File: config.mk
export PLATFORM = sky130hd
export DESIGN_NAME = keyed_ctl_bank
export DESIGN_NICKNAME = d
export VERILOG_FILES = /design/src/rtl/keyed_bank_pkg.sv /design/src/rtl/bank_decode.sv /design/src/rtl/bank_key_gate.sv /design/src/rtl/bank_rdmux.sv /design/src/rtl/keyed_ctl_bank.sv
export SDC_FILE = /design/constraint.sdc
export NUM_CORES = 1
export LEC_CHECK = 0
export BUFFER_PORTS_ARGS = -buffer_cell sky130_fd_sc_hd__buf_4
export CORE_ASPECT_RATIO = 1.2
export CORE_UTILIZATION = 58
export CTS_BUF_LIST = sky130_fd_sc_hd__clkbuf_8
export DETAILED_ROUTE_END_ITERATION = 8
export PLACE_DENSITY = 0.76
export SYNTH_ARGS = -nofsm -noshare
export SYNTH_HDL_FRONTEND = slang
export SYNTH_SLANG_ARGS = --single-unit
File: constraint.sdc
create_clock -name clk -period 5.9 [get_ports clk]
set_input_delay 1.475 -clock clk [delete_from_list [all_inputs] [get_ports clk]]
set_output_delay 1.475 -clock clk [all_outputs]
set_load 0.05 [all_outputs]
File: src/rtl/keyed_bank_pkg.sv
package keyed_bank_pkg;
    localparam int          ADDR_W      = 12;
    localparam int          DATA_W      = 8;
    localparam logic [11:0] PROT_BASE   = 12'h010;
    localparam int          PROT_COUNT  = 6;
    localparam int          PROT_STRIDE = 2;
    localparam logic [11:0] KEY_ADDR    = 12'h020;
    localparam logic [7:0]  KEY_VALUE   = 8'h96;
    localparam logic [11:0] OPEN_BASE   = 12'hC41;
    localparam int          OPEN_COUNT  = 13;
endpackage

File: src/rtl/bank_decode.sv
module bank_decode #(
    parameter int              ADDR_W      = 12,
    parameter logic [ADDR_W-1:0] PROT_BASE = 12'h010,
    parameter int              PROT_COUNT  = 6,
    parameter int              PROT_STRIDE = 2,
    parameter logic [ADDR_W-1:0] KEY_ADDR  = 12'h020,
    parameter logic [ADDR_W-1:0] OPEN_BASE = 12'hC41,
    parameter int              OPEN_COUNT  = 13,
    parameter int              PIDX_W      = 3,
    parameter int              OIDX_W      = 4
) (
    input  logic [ADDR_W-1:0] addr,
    output logic              key_hit,
    output logic              prot_hit,
    output logic [PIDX_W-1:0] prot_idx,
    output logic              open_hit,
    output logic [OIDX_W-1:0] open_idx
);
    logic [PROT_COUNT-1:0] prot_match;
    logic [ADDR_W-1:0]     open_off;

    for (genvar g = 0; g < PROT_COUNT; g++) begin : g_prot
        assign prot_match[g] = (addr == ADDR_W'(PROT_BASE + g * PROT_STRIDE));
    end

    always_comb begin
        prot_idx = '0;
        for (int i = 0; i < PROT_COUNT; i++) begin
            if (prot_match[i]) prot_idx = PIDX_W'(i);
        end
    end

    assign prot_hit = |prot_match;
    assign key_hit  = (addr == KEY_ADDR);
    assign open_off = addr - OPEN_BASE;
    assign open_hit = (addr >= OPEN_BASE) && (open_off < ADDR_W'(OPEN_COUNT));
    assign open_idx = open_off[OIDX_W-1:0];
endmodule

File: src/rtl/bank_key_gate.sv
module bank_key_gate #(
    parameter int                DATA_W    = 8,
    parameter logic [DATA_W-1:0] KEY_VALUE = 8'h96
) (
    input  logic [DATA_W-1:0] key_q,
    output logic              unlocked
);
    assign unlocked = (key_q == KEY_VALUE);
endmodule

File: src/rtl/bank_rdmux.sv
module bank_rdmux #(
    parameter int DATA_W     = 8,
    parameter int PROT_COUNT = 6,
    parameter int OPEN_COUNT = 13,
    parameter int PIDX_W     = 3,
    parameter int OIDX_W     = 4
) (
    input  logic                             key_hit,
    input  logic                             prot_hit,
    input  logic [PIDX_W-1:0]                prot_idx,
    input  logic                             open_hit,
    input  logic [OIDX_W-1:0]                open_idx,
    input  logic [DATA_W-1:0]                key_q,
    input  logic [PROT_COUNT-1:0][DATA_W-1:0] prot_q,
    input  logic [OPEN_COUNT-1:0][DATA_W-1:0] open_q,
    output logic [DATA_W-1:0]                rd_val
);
    always_comb begin
        rd_val = '0;
        if (key_hit)  rd_val = key_q;
        if (prot_hit) rd_val = prot_q[prot_idx];
        if (open_hit) rd_val = open_q[open_idx];
    end
endmodule

File: src/rtl/keyed_ctl_bank.sv
module keyed_ctl_bank
    import keyed_bank_pkg::*;
#(
    parameter int                ADDR_W_P    = ADDR_W,
    parameter int                DATA_W_P    = DATA_W,
    parameter int                PROT_COUNT_P = PROT_COUNT,
    parameter int                OPEN_COUNT_P = OPEN_COUNT,
    parameter logic [DATA_W_P-1:0] KEY_VALUE_P = KEY_VALUE
) (
    input  logic                clk,
    input  logic                rst_n,
    input  logic [ADDR_W_P-1:0] addr,
    input  logic [DATA_W_P-1:0] wdata,
    input  logic                wr_en,
    input  logic                rd_en,
    output logic [DATA_W_P-1:0] rdata
);
    localparam int PIDX_W = (PROT_COUNT_P > 1) ? $clog2(PROT_COUNT_P) : 1;
    localparam int OIDX_W = (OPEN_COUNT_P > 1) ? $clog2(OPEN_COUNT_P) : 1;

    typedef struct packed {
        logic [PROT_COUNT_P-1:0][DATA_W_P-1:0] prot;
        logic [OPEN_COUNT_P-1:0][DATA_W_P-1:0] open;
        logic [DATA_W_P-1:0]                   key;
        logic [DATA_W_P-1:0]                   rdata;
    } bank_state_t;

    bank_state_t st_d, st_q;

    logic                key_hit, prot_hit, open_hit, unlocked;
    logic [PIDX_W-1:0]   prot_idx;
    logic [OIDX_W-1:0]   open_idx;
    logic [DATA_W_P-1:0] rd_val;

    logic [PROT_COUNT_P-1:0][DATA_W_P-1:0] prot_q;
    logic [OPEN_COUNT_P-1:0][DATA_W_P-1:0] open_q;
    logic [DATA_W_P-1:0]                   key_q;

    assign prot_q = st_q.prot;
    assign open_q = st_q.open;
    assign key_q  = st_q.key;
    assign rdata  = st_q.rdata;

    bank_decode #(
        .ADDR_W(ADDR_W_P), .PROT_BASE(ADDR_W_P'(PROT_BASE)),
        .PROT_COUNT(PROT_COUNT_P), .PROT_STRIDE(PROT_STRIDE),
        .KEY_ADDR(ADDR_W_P'(KEY_ADDR)), .OPEN_BASE(ADDR_W_P'(OPEN_BASE)),
        .OPEN_COUNT(OPEN_COUNT_P), .PIDX_W(PIDX_W), .OIDX_W(OIDX_W)
    ) u_decode (
        .addr(addr), .key_hit(key_hit), .prot_hit(prot_hit),
        .prot_idx(prot_idx), .open_hit(open_hit), .open_idx(open_idx)
    );

    bank_key_gate #(.DATA_W(DATA_W_P), .KEY_VALUE(KEY_VALUE_P)) u_gate (
        .key_q(key_q), .unlocked(unlocked)
    );

    bank_rdmux #(
        .DATA_W(DATA_W_P), .PROT_COUNT(PROT_COUNT_P), .OPEN_COUNT(OPEN_COUNT_P),
        .PIDX_W(PIDX_W), .OIDX_W(OIDX_W)
    ) u_rdmux (
        .key_hit(key_hit), .prot_hit(prot_hit), .prot_idx(prot_idx),
        .open_hit(open_hit), .open_idx(open_idx), .key_q(key_q),
        .prot_q(prot_q), .open_q(open_q), .rd_val(rd_val)
    );

    always_comb begin
        st_d       = st_q;
        st_d.rdata = rd_en ? rd_val : '0;
        if (wr_en) begin
            if (key_hit)              st_d.key            = wdata;
            if (prot_hit && unlocked) st_d.prot[prot_idx] = wdata;
            if (open_hit)             st_d.open[open_idx] = wdata;
        end
    end

    always_ff @(posedge clk or negedge rst_n) begin
        if (!rst_n) st_q <= '0;
        else        st_q <= st_d;
    end
endmodule

## Yosys cells after proc, flatten, opt, wreduce, memory -nomap -nowiden

Index checks and enable logic that the tools add are counted.

| storage, ports and cells | value |
|---|---|
| register bits after elaboration | 168 |
| input bits | 24 |
| output and inout bits | 8 |
| logic and storage cells | 63 |

| cells by class | value |
|---|---|
| $add $sub $neg | 1 |
| magnitude comparators | 6 |
| equality and inequality tests | 8 |
| multiplexer cells | 19 |
| reductions and logical operators | 8 |

Operators by type and width:

| operator | number |
|---|---|
| bitwise mux 104 bit | 1 |
| equality test 12 x 5 -> 1 bit (second input constant) | 6 |
| two-way mux 8 bit | 8 |
| bitwise mux 48 bit | 1 |
| binary-select mux 8 bit (select 4 bit) | 1 |
| demux 8 bit (select 4 bit) | 1 |
| binary-select mux 8 bit (select 3 bit) | 1 |
| demux 8 bit (select 3 bit) | 1 |
| equality test 12 x 6 -> 1 bit (second input constant) | 1 |
| >= comparator 12 bit (second input constant) | 1 |
| < comparator 12 x 4 -> 1 bit (second input constant) | 1 |
| subtractor 12 bit (second input constant) | 1 |
| equality test 8 bit (second input constant) | 1 |
| two-way mux 3 bit | 2 |
| AND reduction 2 bit | 3 |
| OR reduction 6 bit | 1 |
| < comparator 4 x 5 -> 1 bit (second input constant) | 1 |
| >= comparator 4 x 1 -> 1 bit (second input constant) | 1 |
| logical AND 1 bit | 4 |
| < comparator 3 x 4 -> 1 bit (second input constant) | 1 |
| two-way mux 2 bit | 2 |
| >= comparator 3 x 1 -> 1 bit (second input constant) | 1 |
| two-way mux 1 bit | 1 |

## Longest topological paths before layout

Gate-level depths: netlist (run 1).

| depth | value |
|---|---|
| depth after elaboration | 11 |
| depth in mapped cells | 12 |
| depth with buffers taken out | 8 |

## Modules after synthesis

Synthesis (run 1) repeated with hierarchy kept, for this count alone.

| second synthesis, totals | value |
|---|---|
| cells, all modules | 582 |
| area total of the unflattened synthesis | 8,099.0 um^2 |

By module, submodules not included:

| module | instances | cells each | area an instance (um^2) | sequential area each (um^2) |
|---|---|---|---|---|
| keyed_ctl_bank | 1 | 392 | 6,449.9 | 4,204.0 |
| bank_rdmux | 1 | 146 | 1,311.3 | 0.0 |
| bank_decode | 1 | 41 | 311.5 | 0.0 |
| bank_key_gate | 1 | 3 | 26.3 | 0.0 |

## Least setup slack after synthesis (run 1)

Ideal clock, no wire load.

| path | value |
|---|---|
| path kind | input to register |
| start | in addr[0] |
| end | reg st_q (netlist bit open_q[0]) |
| setup time | 0.125 ns |
| arrival time | 4.253 ns |
| data required time | 5.775 ns |
| path slack | 1.523 ns |
| stages on the path | 11 |
| path buffers | 4 |
| path through | buf_4 > buf_2 > clkbuf_1 > inv_1 > ha_1 > or2_2 > o21ai_0 > a2bb2oi_1 > buf_4 > nor3_2 > mux2_2 |

| between the ends | value |
|---|---|
| longest elaborated chain between the ends | 6 |
| elaborated cells between the ends (all ways) | 11 |
| those cells by class | add/sub (1); order compare (4); mux (3); reduce/logical (3) |

Ends and longest elaborated chain:

| element | RTL line | source |
|---|---|---|
| start, declared | keyed_ctl_bank.sv:12 | `input logic [ADDR_W_P-1:0] addr,` |
| subtractor 12 bit | bank_decode.sv:35 | `assign open_off = addr - OPEN_BASE;` |
| < comparator 4 x 5 -> 1 bit (not written as such) or >= comparator 4 x 1 -> 1 bit (tied branches) | keyed_ctl_bank.sv:73 | `if (open_hit) st_d.open[open_idx] = wdata;` |
| logical AND 1 bit (not written as such) | keyed_ctl_bank.sv:73 |  |
| two-way mux 8 bit (not written as such) | keyed_ctl_bank.sv:73 |  |
| demux 8 bit (select 4 bit) | keyed_ctl_bank.sv:73 |  |
| bitwise mux 104 bit | keyed_ctl_bank.sv:73 |  |
| end signal, assigned | keyed_ctl_bank.sv:79 | `else st_q <= st_d;` |
| end, declared | keyed_ctl_bank.sv:28 | `bank_state_t st_d, st_q;` |

Parallel ways exist; a longest one is shown, timed or not.
A chain may end at the register's enable or synchronous reset.

## Final worst setup path (run 1)

| path | value |
|---|---|
| start | in addr[0] |
| end | reg st_q (netlist bit open_q[97]) |

The elaborated chain is that of the path after synthesis.

==> metrics, run 1 <==
die width 110.5 um; CP startpoint kind input port; status finished clean; clk_lat worst skew 0.45 ns; total number of vias 5,198; most frequent cell after synthesis dfrtp_1; port bufs 31; Syn Inst Count just under 600; # diodes 0; Starting Density 0.5950; drt total wl 18,560 um; post-route ant nets 0; Tcrit/Tclk final 0.7182; Leakage 4.263 nW; top post-synthesis cells by area dfrtp_1 51%, mux2_2 21%, mux4_2 6.6%, nor3_4 2.0%, mux2_4 1.5%; CTS Root Cell clkbuf_8; setup_tns 0 ns; Final setup viols 0; Routed WL per cell 23.61 um; Final Skew 0.01161 ns; commonest cells in the synthesized netlist 168 x dfrtp_1, 152 x mux2_2, 24 x mux4_2; gr usage total 0.2688; CP Data Required Time between 6 and 7 ns; PnR worst setup slack 1.663 ns; Max IR drop VDD ~0.15 mV; vias in the first global route 5,371; met2 Track Usage GR 0.4296; area grow syn2layout 8.175%; CTS sink count 168; GRT overflow 0; hold path cells 1; top fanout value on the critical path 39; post-place setup slack 1.235 ns; Worst path slowest cell nor3_2; met3 usage 0.06115; Reg power frac 0.547; DRC viols 0; number of stages on the worst setup path 9; fin. max-slew vios 0; area leader, netlist dfrtp_1; Cell Area, Synth 8188 um2; most crowded layer after global routing met2; critical-path cell list buf_4 > inv_1 > ha_1 > nand2b_1 > nor3_1 > o21ai_1 > nand4b_4 > nor3_2 > mux2_2; Post-CTS Resized 0; HPWL Detailed around 12,000 um; largest net degree at the start of global routing 125; achievable frequency roughly 0.24 GHz; CTS tree yes; Least-Margin Pin Slew 1.149 ns; Synth async-reset ratio 1.000; CTS Buf Count 17; GPL Wtd Cong 0.8835; CTS Buffer Depth 2; H-tree depth 4; Nets 633; yosys warns 0; Unique masters post-synth 57; I/O Pins 32; clock group share of total power 0.378; crit-path leading delay family simple AND/OR/NAND/NOR gates; critical path arrival 4.58 ns; routing usage on met1 0.3388; CP max stage delay 0.69 ns; crit end category flip-flop; crit path buf inv count 2; number of hold buffers added after CTS 0; post-synth top area share 0.5134; EDFF count, synth 0; first-pass GRT wire length 29,750 um; share of layout cells above drive strength 1 0.4472; die area 14,600 um2; worst reg2reg path depth 5; slew margin rel. 0.2341; Int Power 1.603 mW; P per Cell Area 238.2 nW/um2; initial drt markers 482; critical path class in2reg; #FFs+latches synth 168; initial antenna violation count 0; # Post-CTS Setup Buffers 0; std cell rows 47; HP Class reg2reg; Core ar. 13,760 um2; Seq/Total Area, Yosys 0.5134; Die Height 132.2 um; Hold Fails Final Rpt 0; minimum clock period 4.237 ns; vias per std cell roughly 6.6; 1st-pass router iterations 5; combinational power share 0.075; average size of a mapped cell about 14 um2; unrepaired setup endpoints after global routing no; ys flop type dfrtp_1; net load switching power slightly above 0.5 mW; Sw Share 0.2404; Post-Syn Nets between 600 and 700; Max Cap Violations 0; clock slew at reported path FFs 0.08 ns
layout by cell type, fill, tap and decap left out, types with 4 or more instances in the layout:
cell type	count
o22ai_1	13
mux4_2	24
nor2_1	13
ha_1	6
nor3_1	6
or3_1	4
clkbuf_8	17
nor2b_1	5
a31oi_1	9
mux2i_1	8
o2111ai_1	6
mux2_2	152
o21ai_0	18
mux2_1	4
nor3_2	4
a21oi_1	11
nand2_1	22
nor3_4	10
mux2_4	8
dfrtp_1	168
inv_1	10
nor2_2	6
buf_4	35
through the flow:
stage,area (um2),util,std cells,hold WS [ns],total power [mW]
after floorplan,8188,-,588,0.4533,1.267
after global placement,8477,0.6160,755,0.4649,1.328
after detailed placement,8477,0.6160,755,0.4807,1.333
after CTS,8857,0.6437,786,0.4994,2.126
after global routing,8857,0.6437,786,0.5189,2.186
final,8857,0.6437,786,0.4965,2.110
path summary, 6_finish.rpt:
check	from	to	slack (ns)
min in group asynchronous	rst_n	prot_q[4]$_DFFE_PN0P_	1.14
max reg2reg	key_q[6]$_DFFE_PN0P_	prot_q[18]$_DFFE_PN0P_	3.48
max	addr[0]	open_q[97]$_DFFE_PN0P_	1.66
min	open_q[90]$_DFFE_PN0P_	open_q[90]$_DFFE_PN0P_	0.50
max in group asynchronous	rst_n	open_q[87]$_DFFE_PN0P_	3.59
min reg2reg	open_q[90]$_DFFE_PN0P_	open_q[90]$_DFFE_PN0P_	0.50
area by class of cell:
cell class              instances  area, um2
fillers                      1031       4903
repair buffers                 36      274.0
flip-flops and latches        168       4204
clock buffers                  17      234.0
well taps                     171      214.0
multi-input cells             376       3770
inverters                       4      15.01
clock inverters                14      146.4
routing by layer:
metal / part of all wire / wire (um) / vias to the layer above
met1: 0.40 / 7443 / 2711
li1: - / - / 2219
met4: 0.049 / 908 / 0
met2: 0.50 / 9275 / 201
met3: 0.050 / 929 / 67
met5: 0 / 0 / -
flip-flops by register name, indices dropped and copies added (netlist names):
signal  cells
key_q       8
rdata       8
prot_q     48
open_q    104
power groups by stage:
stage          logic [mW]  registers, mW  clock network [mW]
6_report            0.158           1.15               0.799
5_1_grt             0.170           1.15               0.862
4_1_cts             0.157           1.15               0.815
3_5_place_dp        0.156           1.18                   0
3_3_place_gp        0.152           1.18                   0
2_1_floorplan      0.0900           1.18                   0
cell families (layout without fill, tap and decap cells):
logic type,Yosys count,after routing,share of synthesized area
compound gates,79,79,0.06342
xor+xnor,1,1,0.001987
fa+ha+maj,6,6,0.009168
buf+inv,44,71,0.02613
flops,168,168,0.5134
mux,196,196,0.3050
simple gates,94,94,0.08084
Note: power is estimated with default switching activity, not from simulation.
==> run 2, diff against run 1 <==
--- a/config.mk
+++ b/config.mk
@@ -10,7 +10,7 @@
 export CORE_UTILIZATION = 58
 export CTS_BUF_LIST = sky130_fd_sc_hd__clkbuf_8
 export DETAILED_ROUTE_END_ITERATION = 8
-export PLACE_DENSITY = 0.76
+export PLACE_DENSITY = 0.78
 export SYNTH_ARGS = -nofsm -noshare
 export SYNTH_HDL_FRONTEND = slang
 export SYNTH_SLANG_ARGS = --single-unit
==> constraint.sdc (replaced) <==
create_clock -name clk -period 3.5 [get_ports clk]
set_input_delay 0.875 -clock clk [delete_from_list [all_inputs] [get_ports clk]]
set_output_delay 0.875 -clock clk [all_outputs]
set_load 0.05 [all_outputs]
==> run 2 against run 1 <==
- clock-buffer cell count rose by 2
- critical path depth rose by 1
- global-route usage rose by 0.58 points
- largest power group unchanged
- critical endpoint is now open_q[57]$_DFFE_PN0P_
==> metrics, run 2 (synthesis results as in run 1) <==
status finished clean; vias per std cell 6.427 (-2.8%); crit end category flip-flop; Post-CTS Resized 0 (unchanged); Least-Margin Pin Slew 0.6626 ns (-0.4863 ns); CTS sink count 168 (unchanged); 1st-pass router iterations 5 (unchanged); CP startpoint kind input port; CP Data Required Time 3.85 ns (-2.39 ns); total number of vias 5,174 (-0.46%); CTS Buffer Depth 2 (unchanged); DRC viols 0 (unchanged); number of hold buffers added after CTS 0 (unchanged); clock slew at reported path FFs 0.08 ns (about the same); critical path class in2reg; largest net degree at the start of global routing 71 (-43%); fin. max-slew vios 0 (unchanged); Hold Fails Final Rpt 0 (unchanged); critical path arrival 3.20 ns (-1.38 ns); unrepaired setup endpoints after global routing no; P per Cell Area 386.2 nW/um2 (+62%); # Post-CTS Setup Buffers 0 (unchanged); top fanout value on the critical path 13 (-67%); most frequent cells in the layout 168 x dfrtp_1, 152 x mux2_2, 55 x buf_4; commonest non-fill, non-tap cell in the layout dfrtp_1; max reg flops 104 (unchanged); GPL Wtd Cong 0.8543 (-3.3%); port bufs 31 (unchanged); drt total wl 18,650 um (+0.50%); achievable frequency 0.3509 GHz; initial antenna violation count 0 (unchanged); Fillers 1,022 (-0.87%); Nets 653 (+3.2%); std cell rows 47 (unchanged); # diodes 0 (unchanged); vias in the first global route 5,542 (+3.2%); first-pass GRT wire length 30,550 um (+2.7%); initial drt markers 268 (-44%); minimum clock period roughly 2.8 ns; area grow syn2layout 9.688%; post-route ant nets 0 (unchanged); H-tree depth 4 (unchanged); Final Skew 0.01066 ns (-0.0009503 ns); Starting Density 0.5950 (unchanged); gr usage total 0.2746 (+0.005792); share of layout cells above drive strength 1 0.4669 (+0.01972); CTS Buf Count 17 (unchanged); Max Cap Violations 0 (unchanged); Cell Area, Placed 8633 um2 (+1.8%); final design area excluding fillers 8981 um2 (+1.4%); HP Class in2async; Routed WL per cell 23.17 um (-1.9%); CTS Root Cell clkbuf_8; Core ar. 13,760 um2 (unchanged); Tcrit/Tclk final 0.8142; die area 14,600 um2 (unchanged); Final setup viols 0 (unchanged); HPWL Detailed 12,970 um (+5.8%); clk_lat worst skew 0.47 ns (+0.02 ns); GRT overflow 0 (unchanged); setup_tns 0 ns (unchanged); I/O Pins 32 (unchanged); Leakage 4.349 nW (+2.0%); CTS tree yes; Die Height 132.2 um (unchanged); Max IR drop VDD 0.3886 mV (+160%); slew margin rel. 0.5583 (+0.3242); die width 110.5 um (unchanged)
run 2: stage by stage:
step / power, mW / setup WS (ns) / hold slack (ns) / instances / utilization
2_1_floorplan: 2.137 / 0.02159 / 0.4533 / 588 / -
3_3_place_gp: 2.251 / 0.3063 / 0.4697 / 775 / 0.6274
3_5_place_dp: 2.258 / 0.1749 / 0.4828 / 775 / 0.6274
4_1_cts: 3.499 / 0.6686 / 0.4180 / 805 / 0.6527
5_1_grt: 3.598 / 0.5204 / 0.4279 / 805 / 0.6527
6_report: 3.468 / 0.6502 / 0.3903 / 805 / 0.6527
run 2: final timing paths:
kind	start	slack (ns)	cells after the start	end
setup reg to reg	key_q[5]$_DFFE_PN0P_	1.18	6	prot_q[19]$_DFFE_PN0P_
setup / recovery	addr[1]	0.65	10	open_q[57]$_DFFE_PN0P_
min in group clk	prot_q[4]$_DFFE_PN0P_	0.50	1	prot_q[4]$_DFFE_PN0P_
hold / removal	rst_n	0.39	1	prot_q[28]$_DFFE_PN0P_
max in group asynchronous	rst_n	2.17	2	open_q[13]$_DFFE_PN0P_
hold reg to reg	prot_q[4]$_DFFE_PN0P_	0.50	1	prot_q[4]$_DFFE_PN0P_
run 2: report_power, final:
part	internal, mW	switching (mW)
combinational	0.0859	0.190
sequential	1.94	0.00200
clock	0.580	0.668
total	2.61	0.860
run 2: final cells by class:
class	count	area, um2	area share
Multi-Input combinational cell	376	3776	0.4205
Timing Repair Buffer	56	424.2	0.04723
Inverter	4	15.01	0.001672
Tap cell	171	214.0	0.02382
Sequential cell	168	4204	0.4681
Clock inverter	11	86.33	0.009613
Clock buffer	19	261.5	0.02912
run 2: routing by layer:
| layer | GRT usage | routed length [um] | vias to the layer above |
|---|---|---|---|
| met5 | 0 | 0 | - |
| met4 | 0.1385 | 732 | 0 |
| met3 | 0.06115 | 720 | 55 |
| met2 | 0.4558 | 9632 | 148 |
| met1 | 0.3398 | 7562 | 2705 |
| li1 | - | - | 2266 |
run 2: critical path, stage by stage:
cell and delay [ns]:
buf_4 0.14, inv_1 0.13, ha_1 0.31, nor2_1 0.10, a21oi_1 0.16, o22ai_1 0.12, nand4b_4 0.18, buf_4 0.25
nor3_4 0.52, mux2_2 0.40
